$ cat config.mk
export PLATFORM = sky130hd
export DESIGN_NAME = twire_reg_slave
export DESIGN_NICKNAME = d
export VERILOG_FILES = /design/src/rtl/tw_pkg.sv /design/src/rtl/tw_bus_sync.sv /design/src/rtl/tw_pwr_lock.sv /design/src/rtl/twire_reg_slave.sv
export SDC_FILE = /design/constraint.sdc
export NUM_CORES = 1
export LEC_CHECK = 0
export ABC_AREA = 1
export CORE_MARGIN = 4
export CORE_UTILIZATION = 63
export DETAILED_ROUTE_END_ITERATION = 8
export DONT_BUFFER_PORTS = 1
export PLACE_DENSITY_LB_ADDON = 0.3
export SYNTH_ARGS = -nofsm -noshare
export SYNTH_HDL_FRONTEND = slang
export SYNTH_SLANG_ARGS = --single-unit
$ cat constraint.sdc
create_clock -name clk_i -period 1.6 [get_ports clk_i]
set_clock_uncertainty 0.1 [all_clocks]
set_input_delay 0.24 -clock clk_i [delete_from_list [all_inputs] [get_ports clk_i]]
set_output_delay 0.24 -clock clk_i [all_outputs]
set_load 0.1 [all_outputs]
$ cat src/rtl/tw_pkg.sv
package tw_pkg;
  typedef enum logic [2:0] {
    ST_IDLE,
    ST_ADDR,
    ST_ADDR_ACK,
    ST_WR,
    ST_WR_ACK,
    ST_RD,
    ST_RD_ACK
  } tw_state_e;
endpackage

$ cat src/rtl/tw_bus_sync.sv
module tw_bus_sync #(
  parameter int STAGES = 2
) (
  input  logic clk_i,
  input  logic rst_ni,
  input  logic scl_i,
  input  logic sda_i,
  output logic sda_lvl_o,
  output logic scl_rise_o,
  output logic scl_fall_o,
  output logic start_o,
  output logic stop_o
);
  localparam int N = STAGES + 1;

  logic [N-1:0] scl_q, sda_q;

  always_ff @(posedge clk_i or negedge rst_ni) begin
    if (!rst_ni) begin
      scl_q <= '1;
      sda_q <= '1;
    end else begin
      scl_q <= {scl_q[N-2:0], scl_i};
      sda_q <= {sda_q[N-2:0], sda_i};
    end
  end

  // stage N-2 is the synchronized level, stage N-1 the previous sample
  assign sda_lvl_o  = sda_q[N-2];
  assign scl_rise_o = scl_q[N-2] & ~scl_q[N-1];
  assign scl_fall_o = ~scl_q[N-2] & scl_q[N-1];
  assign start_o    = scl_q[N-2] & scl_q[N-1] & sda_q[N-1] & ~sda_q[N-2];
  assign stop_o     = scl_q[N-2] & scl_q[N-1] & ~sda_q[N-1] & sda_q[N-2];
endmodule

$ cat src/rtl/tw_pwr_lock.sv
module tw_pwr_lock #(
  parameter int REC_CYC = 1000
) (
  input  logic clk_i,
  input  logic rst_ni,
  input  logic pwr_fail_i,
  output logic wr_block_o
);
  localparam int CW = $clog2(REC_CYC + 1);

  logic [CW-1:0] cnt_q, cnt_d;

  always_comb begin
    cnt_d = cnt_q;
    if (pwr_fail_i)        cnt_d = CW'(REC_CYC);
    else if (cnt_q != '0)  cnt_d = cnt_q - CW'(1);
  end

  always_ff @(posedge clk_i or negedge rst_ni) begin
    if (!rst_ni) cnt_q <= '0;
    else         cnt_q <= cnt_d;
  end

  assign wr_block_o = pwr_fail_i | (cnt_q != '0);
endmodule

$ cat src/rtl/twire_reg_slave.sv
module twire_reg_slave
  import tw_pkg::*;
#(
  parameter logic [6:0] DEV_ADDR    = 7'h68,
  parameter int         AW          = 6,
  parameter int         REC_CYC     = 1000,
  parameter int         RSV_LO      = 16,
  parameter int         RSV_HI      = 18,
  parameter int         SYNC_STAGES = 2
) (
  input  logic          clk_i,
  input  logic          rst_ni,
  input  logic          scl_i,
  input  logic          sda_i,
  output logic          sda_oe_o,
  input  logic          pwr_fail_i,
  output logic [AW-1:0] reg_addr_o,
  output logic          reg_wr_o,
  output logic [7:0]    reg_wdata_o,
  input  logic [7:0]    reg_rdata_i
);
  localparam logic [AW-1:0] RSV_LO_A = AW'(RSV_LO);
  localparam logic [AW-1:0] RSV_HI_A = AW'(RSV_HI);

  // asynchronous assert, synchronous release
  logic [1:0] rst_q;
  logic       rst_n;
  always_ff @(posedge clk_i or negedge rst_ni) begin
    if (!rst_ni) rst_q <= 2'b00;
    else         rst_q <= {rst_q[0], 1'b1};
  end
  assign rst_n = rst_q[1];

  logic sda_lvl, scl_rise, scl_fall, start_det, stop_det, wr_block;

  tw_bus_sync #(.STAGES(SYNC_STAGES)) u_sync (
    .clk_i     (clk_i),
    .rst_ni    (rst_n),
    .scl_i     (scl_i),
    .sda_i     (sda_i),
    .sda_lvl_o (sda_lvl),
    .scl_rise_o(scl_rise),
    .scl_fall_o(scl_fall),
    .start_o   (start_det),
    .stop_o    (stop_det)
  );

  tw_pwr_lock #(.REC_CYC(REC_CYC)) u_lock (
    .clk_i     (clk_i),
    .rst_ni    (rst_n),
    .pwr_fail_i(pwr_fail_i),
    .wr_block_o(wr_block)
  );

  tw_state_e     state_q, state_d;
  logic [3:0]    bit_q, bit_d;
  logic [7:0]    sh_q, sh_d;
  logic [AW-1:0] ptr_q, ptr_d;
  logic          rw_q, rw_d, first_q, first_d, nack_q, nack_d;
  logic          oe_q, oe_d, wr_q, wr_d;
  logic          rsv_hit;
  logic [7:0]    rd_byte;

  assign rsv_hit = (ptr_q >= RSV_LO_A) && (ptr_q <= RSV_HI_A);
  assign rd_byte = rsv_hit ? 8'h00 : reg_rdata_i;

  always_comb begin
    state_d = state_q;
    bit_d   = bit_q;
    sh_d    = sh_q;
    ptr_d   = ptr_q;
    rw_d    = rw_q;
    first_d = first_q;
    nack_d  = nack_q;
    oe_d    = oe_q;
    wr_d    = 1'b0;
    if (pwr_fail_i) begin
      state_d = ST_IDLE;
      ptr_d   = '0;
      oe_d    = 1'b0;
      bit_d   = '0;
    end else if (start_det) begin
      state_d = ST_ADDR;
      bit_d   = '0;
      oe_d    = 1'b0;
    end else if (stop_det) begin
      state_d = ST_IDLE;
      oe_d    = 1'b0;
    end else begin
      unique case (state_q)
        ST_ADDR: begin
          if (scl_rise) begin
            sh_d  = {sh_q[6:0], sda_lvl};
            bit_d = bit_q + 4'd1;
          end else if (scl_fall && bit_q == 4'd8) begin
            if (sh_q[7:1] == DEV_ADDR) begin
              rw_d    = sh_q[0];
              oe_d    = 1'b1;
              state_d = ST_ADDR_ACK;
            end else begin
              state_d = ST_IDLE;
            end
          end
        end
        ST_ADDR_ACK: begin
          if (scl_fall) begin
            bit_d = '0;
            if (rw_q) begin
              sh_d    = rd_byte;
              oe_d    = ~rd_byte[7];
              state_d = ST_RD;
            end else begin
              oe_d    = 1'b0;
              first_d = 1'b1;
              state_d = ST_WR;
            end
          end
        end
        ST_WR: begin
          if (scl_rise) begin
            sh_d  = {sh_q[6:0], sda_lvl};
            bit_d = bit_q + 4'd1;
          end else if (scl_fall && bit_q == 4'd8) begin
            oe_d    = 1'b1;
            state_d = ST_WR_ACK;
            if (first_q) ptr_d = sh_q[AW-1:0];
            else         wr_d  = ~wr_block & ~rsv_hit;
          end
        end
        ST_WR_ACK: begin
          if (scl_fall) begin
            oe_d    = 1'b0;
            bit_d   = '0;
            first_d = 1'b0;
            state_d = ST_WR;
            if (!first_q) ptr_d = ptr_q + AW'(1);
          end
        end
        ST_RD: begin
          if (scl_rise) begin
            bit_d = bit_q + 4'd1;
          end else if (scl_fall) begin
            if (bit_q == 4'd8) begin
              oe_d    = 1'b0;
              ptr_d   = ptr_q + AW'(1);
              state_d = ST_RD_ACK;
            end else if (bit_q != 4'd0) begin
              sh_d = {sh_q[6:0], 1'b0};
              oe_d = ~sh_q[6];
            end
          end
        end
        ST_RD_ACK: begin
          if (scl_rise) begin
            nack_d = sda_lvl;
          end else if (scl_fall) begin
            if (nack_q) begin
              oe_d    = 1'b0;
              state_d = ST_IDLE;
            end else begin
              sh_d    = rd_byte;
              oe_d    = ~rd_byte[7];
              bit_d   = '0;
              state_d = ST_RD;
            end
          end
        end
        default: ;
      endcase
    end
  end

  always_ff @(posedge clk_i or negedge rst_n) begin
    if (!rst_n) begin
      state_q <= ST_IDLE;
      bit_q   <= '0;
      sh_q    <= '0;
      ptr_q   <= '0;
      rw_q    <= 1'b0;
      first_q <= 1'b0;
      nack_q  <= 1'b0;
      oe_q    <= 1'b0;
      wr_q    <= 1'b0;
    end else begin
      state_q <= state_d;
      bit_q   <= bit_d;
      sh_q    <= sh_d;
      ptr_q   <= ptr_d;
      rw_q    <= rw_d;
      first_q <= first_d;
      nack_q  <= nack_d;
      oe_q    <= oe_d;
      wr_q    <= wr_d;
    end
  end

  assign sda_oe_o    = oe_q;
  assign reg_addr_o  = ptr_q;
  assign reg_wr_o    = wr_q;
  assign reg_wdata_o = sh_q;
endmodule

==> out/results.txt, run 1 <==
initial antenna violation count: 0
Sequential Area: 0.00113 mm2
unrepaired setup endpoints after global routing: yes
CP arrival: 2020 ps
worst r2r dst: reg_wdata_o[0]
share of cells above drive strength 1: 40.2%
Detail Route Antenna Nets: 0
Bufs on Longest Clock Path: 2
TritonRoute pass-1 iters: 7
FMAX: 0.515 GHz
Die Ht: 73.7 um
register area share after synthesis: 40.8%
first-pass GRT wire length: 13.0 mm
vias: 3383
# IOs: 29
Gate power share: 49.3%
clock power share: 16.5%
Num CTS Buffers: 5
Placed Cells: 481
LEAKAGE: 1.87 nW
final worst-path cycle share: 121%
Cells after Synth: 377
reg2reg setup slack: -340 ps
HPWL after DPL: 5.48 mm
run status: finished with violations
GR Util All Layers: 31.3%
later-pin clock latency in the skew report: 310 ps
worst r2r src: u_sync.sda_q[1]
hold_sp: pwr_fail_i
critical path, cell by cell: inv_2 -> nand2_4 -> nor2_4 -> nor2_4 -> nand2_2 -> inv_2 -> nand2_2 -> nor2_4 -> nand2_4 -> nand2_1 -> nand2_1
sw power: 2.27 mW
post-synth net total: 395
Reg2Reg Depth: 11
number of H-tree levels: 2
final net count: 477
crit path buf inv count: 2
root buf cell: clkbuf_8
Hold Fails Final Rpt: 0
Detailed Route Iter0 Violations: 581
fillcell total: 169
YS warnings: 0
WL final: 11.0 mm
CP delay by family, top: simple AND/OR/NAND/NOR gates
CTS clk-pin slew, worst paths: 90 ps
area delta synth->final: 36.8%
HP Class: in2reg
Max FO, Critical Path: 8
Die X: 73.7 um
core area: 0.00409 mm2
vias per inst: 6.63
CTS tree: yes
Worst path max stage delay: 570 ps
multi-input logic area: 0.00161 mm2
Required @ worst endpoint: 1680 ps
pwr dens: 1180 mW/mm2
WHS Path Cells: 2
# diodes: 0
crit path time final: 1940 ps
Cell variety after synth: 29
vias in the first global route: 2865
Seq pwr share: 34.1%
Post-Syn Area per Cell: 7.22 um2
max-slew violation count: 0
Worst setup EP type: flop
Max stage delay cell, worst path: dfstp_2
largest net degree at the start of global routing: 25
TritonCTS sink count: 44
peak supply drop: 1420 uV
Die ar.: 0.00543 mm2
Sw Ratio: 51.7%
failing checks: setup timing
CP most frequent cell: nor2_4
Port Buf Inserts: 0
Startpoint Class: flop
critical path type: reg2reg
# setup viols final: 28
Cell Int Power: 2.13 mW
starting density of the core: 66.6%
overall power: 4.40 mW
Mapped Area: 0.00272 mm2
number of max-cap violations: 0
final setup margin: -341 ps
num rows: 23
GRT Residual Overflow: 0
RD Place Congestion: 1.00
DR WL/cell: 21.5 um
non-filler instance count after layout: 510
Seq cells post-synth: 44
Post-route DRC: 0
Worst Hold Path EP: u_lock.cnt_q[5]
## layout by cell type, fill, tap and decap left out, types with 2 or more instances in the layout
| cell type | count |
|---|---|
| a211oi_1 | 3 |
| a21oi_1 | 9 |
| a21oi_2 | 2 |
| a22oi_1 | 6 |
| buf_4 | 74 |
| buf_6 | 2 |
| clkbuf_1 | 2 |
| clkbuf_8 | 5 |
| dfrtp_1 | 22 |
| dfrtp_2 | 15 |
| dfstp_2 | 6 |
| dlygate4sd3_1 | 4 |
| ha_1 | 2 |
| ha_4 | 2 |
| inv_1 | 36 |
| inv_2 | 13 |
| nand2_1 | 77 |
| nand2_2 | 18 |
| nand2_4 | 9 |
| nand3_1 | 34 |
| nand3_2 | 6 |
| nand3_4 | 2 |
| nand4_1 | 7 |
| nor2_1 | 33 |
| nor2_2 | 11 |
| nor2_4 | 6 |
| nor3_1 | 3 |
| o211ai_1 | 2 |
| o21ai_0 | 15 |
| o21ai_1 | 10 |
| o21ai_2 | 8 |
| xnor2_1 | 4 |
| xor2_1 | 4 |
## how the worst max path moves through the flow
stage | from | to | slack, ps | cells past startpoint
2_1_floorplan | u_sync.sda_q[1] | reg_wdata_o[2] | -130 | 12
3_3_place_gp | u_sync.scl_q[1] | state_q[1] | -160 | 8
3_5_place_dp | u_sync.scl_q[1] | reg_wdata_o[2] | -220 | 10
4_1_cts | u_sync.scl_q[1] | state_q[0] | -120 | 9
5_1_grt | u_sync.scl_q[2] | reg_wdata_o[0] | -410 | 8
6_report | u_sync.sda_q[1] | reg_wdata_o[0] | -340 | 11
## stage by stage
step                      hold slack [ps]  utilization, %  setup WS (ps)  cell area (um2)  TNS [ps]
after floorplan                      -156               -           -129             2760      -721
after global placement               -156            79.3           -160             3240     -2840
after detailed placement             -156            79.3           -223             3240     -4070
after CTS                            21.5            84.9           -120             3470     -2180
after global routing                -3.67            91.1           -406             3720     -7870
final                               0.878            91.1           -341             3720     -6210
## power by group through the flow
stage               Clock [mW]  Sequential, mW  Combinational [mW]
floorplan                    0            2.42               0.473
global placement             0            1.47                1.84
detailed placement           0            1.48                1.87
CTS                      0.694            1.46                1.92
global route             0.759            1.51                2.25
finish                   0.727            1.50                2.17
## sequential cells by signal, indices dropped and copies added, names as in the netlist
signal and flops:
rst_q 2, nack_q 1, u_lock.cnt_q 10, rw_q 1, first_q 1, reg_addr_o 6, state_q 3, bit_q 4
reg_wdata_o 8, reg_wr_o 1, u_sync.scl_q 3, sda_oe_o 1, u_sync.sda_q 3
## routing by layer
layer  vias to the layer above  track usage [%]  part of all wire [%]
li1                       1382                -                     -
met1                      1537             38.5                    33
met2                       352             52.8                    47
met3                       112             7.25                    12
met4                         0             12.7                   7.7
met5                         -                0                     0
## kinds of logic (layout without fill, tap and decap cells)
group                    Yosys count  count (layout)  share of synthesized area, %
AO/OA/AOI/OAI                     56              56                          12.5
XOR/XNOR                           8               8                          2.58
adder cells (fa/ha/maj)            5               5                          2.30
buffers and inverters             57             139                          8.92
flip-flops                        44              44                          40.8
other                              1               1                         0.138
AND/OR/NAND/NOR                  206             207                          32.8
## cell type report
cell class	instances	area share, %
sequential	44	30.4
clock inverter	1	0.235
tap	50	1.68
clock buffer	7	2.05
timing repair buffer	81	17.1
inverter	50	5.11
multi-input combinational	277	43.4
## synth_stat cells
library cell  count  area share, %
dfstp_2           6            5.8
conb_1            1           0.14
a31oi_1           1           0.23
xor2_1            4            1.3
dfrtp_1          38             35
nor2_1           45            6.2
a211oi_1          3           0.83
o21ai_2           8            2.6
xnor2_1           4            1.3
ha_1              5            2.3
o211ai_1          2           0.55
nor2_2            3           0.69
buf_4             1           0.28
nand3_2           1           0.37
nor2_4            2           0.83
nand2_1          98             14
buf_2             2           0.37
inv_2             7           0.97
nand3_1          41            7.5
a22oi_1           6            1.7
buf_6             3            1.2
a21oi_1          11            2.0
nand4_1           7            1.6
inv_1            43            5.9
nor3_1            3           0.55
nand2_2           5            1.1
clkbuf_1          1           0.14
o21ai_0          25            4.6
nor3_2            1           0.37
## worst reg2reg max path: cells and delay by family, from the launching register on
kind                   cells  cell delay [ps]
buffers and inverters      2              150
DFF                        1              570
and+or+nand+nor            9             1010
## repair_timing
item / 4_1_cts / 5_1_grt
hold buffers: 4 / 0
hold endpoints to repair: 7 / 0
buffers inserted: 3 / 13
cloned: 1 / 0
pin swaps: 12 / 27
setup endpoints to repair: 24 / 35
resized for setup: 27 / 50
(Power assumes the default switching activity.)
==> run 2, diff against run 1 <==
--- a/config.mk
+++ b/config.mk
@@ -6,8 +6,10 @@
 export NUM_CORES = 1
 export LEC_CHECK = 0
 export ABC_AREA = 1
+export CELL_PAD_IN_SITES_DETAIL_PLACEMENT = 1
+export CELL_PAD_IN_SITES_GLOBAL_PLACEMENT = 1
 export CORE_MARGIN = 4
-export CORE_UTILIZATION = 63
+export CORE_UTILIZATION = 46
 export DETAILED_ROUTE_END_ITERATION = 8
 export DONT_BUFFER_PORTS = 1
 export PLACE_DENSITY_LB_ADDON = 0.3
==> constraint.sdc (replaced) <==
create_clock -name clk_i -period 1.6 [get_ports clk_i]
set_clock_uncertainty 0.1 [all_clocks]
set_input_delay 0.24 -clock clk_i [delete_from_list [all_inputs] [get_ports clk_i]]
set_output_delay 0.24 -clock clk_i [all_outputs]
set_load 0.02 [all_outputs]
==> run 2 against run 1 <==
Compared with the run above:
- the flow now stops in 5_1_grt
- area after synthesis is the same
- synthesized cell count stayed put
==> out/results.txt, run 2 <==
most numerous cell in the Yosys netlist: nand2_1
Post-Syn Area per Cell: 7.22 um2 (unchanged)
number of H-tree levels: 2 (unchanged)
TritonCTS sink count: 44 (unchanged)
post-synth net total: 395 (unchanged)
async set-reset flop share out of synthesis: 100% (unchanged)
Num CTS Buffers: 5 (unchanged)
# IOs: 29 (unchanged)
Die X: 84.9 um (+15%)
largest net degree at the start of global routing: 43
GR Util All Layers: 64.3%
YS warnings: 0 (unchanged)
register area share after synthesis: 40.8% (unchanged)
top cell type's share of synthesized area: 35.0% (unchanged)
worst endpoint type: sequential cell input
Synth area leader: dfrtp_1
Post-synth EDFFs: 0 (unchanged)
Err: [ERROR GRT-0232] Routing congestion too high. Check the congestion heatmap in the GUI.
Cell variety after synth: 29 (unchanged)
Bufs on Longest Clock Path: 2 (unchanged)
Port Buf Inserts: 0 (unchanged)
leading post-synthesis cells by instance count: nand2_1, nor2_1, inv_1
RD Place Congestion: 0.913 (-8.7%)
Exit stage: 5_1_grt
starting density of the core: 48.5% (-18 points)
Most used DFF post-synth: dfrtp_1
Cells after Synth: 377 (unchanged)
run status: did not finish
Die Ht: 84.9 um (+15%)
GRT Residual Overflow: 57
root buf cell: clkbuf_8
Seq cells post-synth: 44 (unchanged)
Mapped Area: 0.00272 mm2 (unchanged)
num rows: 27 (+17%)
HPWL after DPL: 6.44 mm (+18%)
GRT worst endpoint: state_q[0]$_DFFE_PN0P_/D
top cells by area, synth: dfrtp_1, nand2_1, nand3_1
run 2: cell counts after synthesis:
No cell type changed its count.
run 2: cells by family after synthesis:
logic type / count (synthesis) / share of synthesized area (%)
buffers and inverters: 57 / 8.92
XOR/XNOR: 8 / 2.58
AO/OA/AOI/OAI: 56 / 12.5
flip-flops: 44 / 40.8
adder cells (fa/ha/maj): 5 / 2.30
other: 1 / 0.138
AND/OR/NAND/NOR: 206 / 32.8
run 2: timing repair:
action,in CTS
gates resized for setup,75
hold buffers,4
endpoints found under the setup margin,25
pin swaps,22
hold endpoints to repair,8
setup buffers,14
cloned,1
run 2: metal layers:
metal  track usage, %  GRT overflow
met5             3.50             0
met4             68.6            32
met3             40.0             0
met2             85.1            25
met1             65.3             0
run 2: metrics by stage:
| step | util (%) | setup slack [ps] | area (um2) | TNS (ps) | instances |
|---|---|---|---|---|---|
| 2_1_floorplan | - | -122 | 2740 | -582 | 377 |
| 3_3_place_gp | 58.5 | -252 | 3280 | -3000 | 508 |
| 3_5_place_dp | 58.5 | -253 | 3280 | -4650 | 508 |
| 4_1_cts | 67.6 | -256 | 3790 | -4400 | 535 |
==> run 3, diff against run 2 <==
--- a/config.mk
+++ b/config.mk
@@ -6,13 +6,11 @@
 export NUM_CORES = 1
 export LEC_CHECK = 0
 export ABC_AREA = 1
-export CELL_PAD_IN_SITES_DETAIL_PLACEMENT = 1
-export CELL_PAD_IN_SITES_GLOBAL_PLACEMENT = 1
 export CORE_MARGIN = 4
-export CORE_UTILIZATION = 46
+export CORE_UTILIZATION = 40
 export DETAILED_ROUTE_END_ITERATION = 8
 export DONT_BUFFER_PORTS = 1
-export PLACE_DENSITY_LB_ADDON = 0.3
+export PLACE_DENSITY_LB_ADDON = 0.15
 export SYNTH_ARGS = -nofsm -noshare
 export SYNTH_HDL_FRONTEND = slang
 export SYNTH_SLANG_ARGS = --single-unit
==> run 3 against run 2 <==
Compared with the run above:
- the flow now finishes, with violations (setup timing)
==> out/results.txt, run 3 (same netlist as run 1, synthesis figures left out) <==
run status: finished with violations
failing checks: setup timing
max reg flops: 10
pwr dens: 873 mW/mm2
starting density of the core: 42.1% (-6.4 points)
area delta synth->final: 43.4%
Num CTS Buffers: 5 (unchanged)
CTS tree: yes
# IOs: 29 (unchanged)
root buf cell: clkbuf_8
vias: 2727
Startpoint Class: flop
RD Place Congestion: 0.975 (+6.9%)
Required @ worst endpoint: 1700 ps
TritonCTS sink count: 44 (unchanged)
max-slew violation count: 0
commonest non-fill, non-tap cell in the layout: nand2_1
Die ar.: 0.00818 mm2
vias in the first global route: 2717
core area: 0.00646 mm2
commonest non-fill, non-tap cells in the layout: nand2_1, buf_4, inv_1, dfrtp_1, nor2_1
CTS clk-pin slew, worst paths: 90 ps
Util after Layout: 60.4%
Sequential Area: 0.00111 mm2
final net count: 476
critical path type: reg2reg
Die X: 90.5 um (+6.6%)
Post-route DRC: 0
non-filler instance count after layout: 536
Largest Register: u_lock.cnt_q
GRT Residual Overflow: 0
Hold Fails Final Rpt: 0
# setup viols final: 22
HPWL after DPL: 5.40 mm (-16%)
LEAKAGE: 1.90 nW
HP Class: in2reg
share of cells above drive strength 1: 42.3%
Detail Route Antenna Nets: 0
Placed Cells: 507 (-0.20%)
Worst setup EP type: flop
number of H-tree levels: 2 (unchanged)
Port Buf Inserts: 0 (unchanged)
Detailed Route Iter0 Violations: 162
initial antenna violation count: 0
largest net degree at the start of global routing: 25
Max FO, Critical Path: 6
peak supply drop: 685 uV
unrepaired setup endpoints after global routing: yes
num rows: 29 (+7.4%)
TritonRoute pass-1 iters: 5
number of max-cap violations: 0
# diodes: 0
DR WL/cell: 14.2 um
crit path time final: 1770 ps
Die Ht: 90.5 um (+6.6%)
GR Util All Layers: 18.8%
multi-input logic area: 0.00173 mm2
vias per inst: 5.09
WL final: 7.61 mm
Bufs on Longest Clock Path: 2 (unchanged)
later-pin clock latency in the skew report: 310 ps
final setup margin: -168 ps
fillcell total: 578
first-pass GRT wire length: 12.7 mm
FMAX: 0.566 GHz
final worst-path cycle share: 111%
CP arrival: 1870 ps
## run 3: area by class of cell
| cell class | instances | area share (%) |
|---|---|---|
| Tap cell | 77 | 2.47 |
| Inverter | 50 | 4.94 |
| Sequential cell | 44 | 28.5 |
| Multi-Input combinational cell | 277 | 44.4 |
| Timing Repair Buffer | 79 | 17.2 |
| Timing Repair inverter | 1 | 0.192 |
| Clock inverter | 3 | 0.545 |
| Clock buffer | 5 | 1.76 |
## run 3: what timing repair did
item	in CTS	in global routing
pin swaps	23	25
buffers inserted	7	9
cloned	2	0
hold endpoints to repair	8	0
resized for setup	54	60
hold buffers	4	0
setup endpoints to repair	25	34
## run 3: power breakdown
group	internal [mW]	switching, mW
logic	0.503	0.735
registers	1.27	0.152
clock network	0.311	0.430
total	2.09	1.32
## run 3: stage by stage
| step | hold slack, ps | power (mW) | worst slack, ps | area [um2] | TNS [ps] |
|---|---|---|---|---|---|
| after global routing | 13.5 | 3.62 | -316 | 3900 | -5080 |
| after global placement | -155 | 2.48 | -235 | 3250 | -3880 |
| after detailed placement | -155 | 2.49 | -247 | 3250 | -4360 |
| after CTS | 7.24 | 3.34 | -127 | 3620 | -1940 |
| final | 11.6 | 3.41 | -168 | 3900 | -2730 |
| after floorplan | -156 | 2.09 | -122 | 2740 | -582 |
## run 3: critical path, cell delays in order, from the launching register on
cell and delay, ps:
dfstp_2 590, nand2_4 80, nor2_4 160, inv_4 80, buf_6 120, nand2_2 50
nor2_1 50, o21ai_2 70, nand2_2 100, buf_6 150, nand3_1 60, nand2_1 50
## run 3: routing by layer
metal | global-route usage (%) | vias to the layer above | wire, um
li1 | - | 1386 | -
met1 | 24.5 | 1251 | 3330
met2 | 32.0 | 78 | 3790
met3 | 3.50 | 12 | 380
met4 | 4.85 | 0 | 113
met5 | 0 | - | 0
## run 3: path summary, 6_finish.rpt
path                            startpoint             end  slack, ps  depth (start not counted)
max                        u_sync.scl_q[1]   reg_addr_o[0]       -170                         11
min reg2reg                       rst_q[1]  reg_wdata_o[5]        120                          0
max reg2reg                u_sync.scl_q[1]   reg_addr_o[0]       -170                         11
min in group asynchronous           rst_ni        rst_q[1]         50                          1
min                             pwr_fail_i   reg_addr_o[2]         10                          3
max in group asynchronous         rst_q[1]      state_q[2]        800                          1
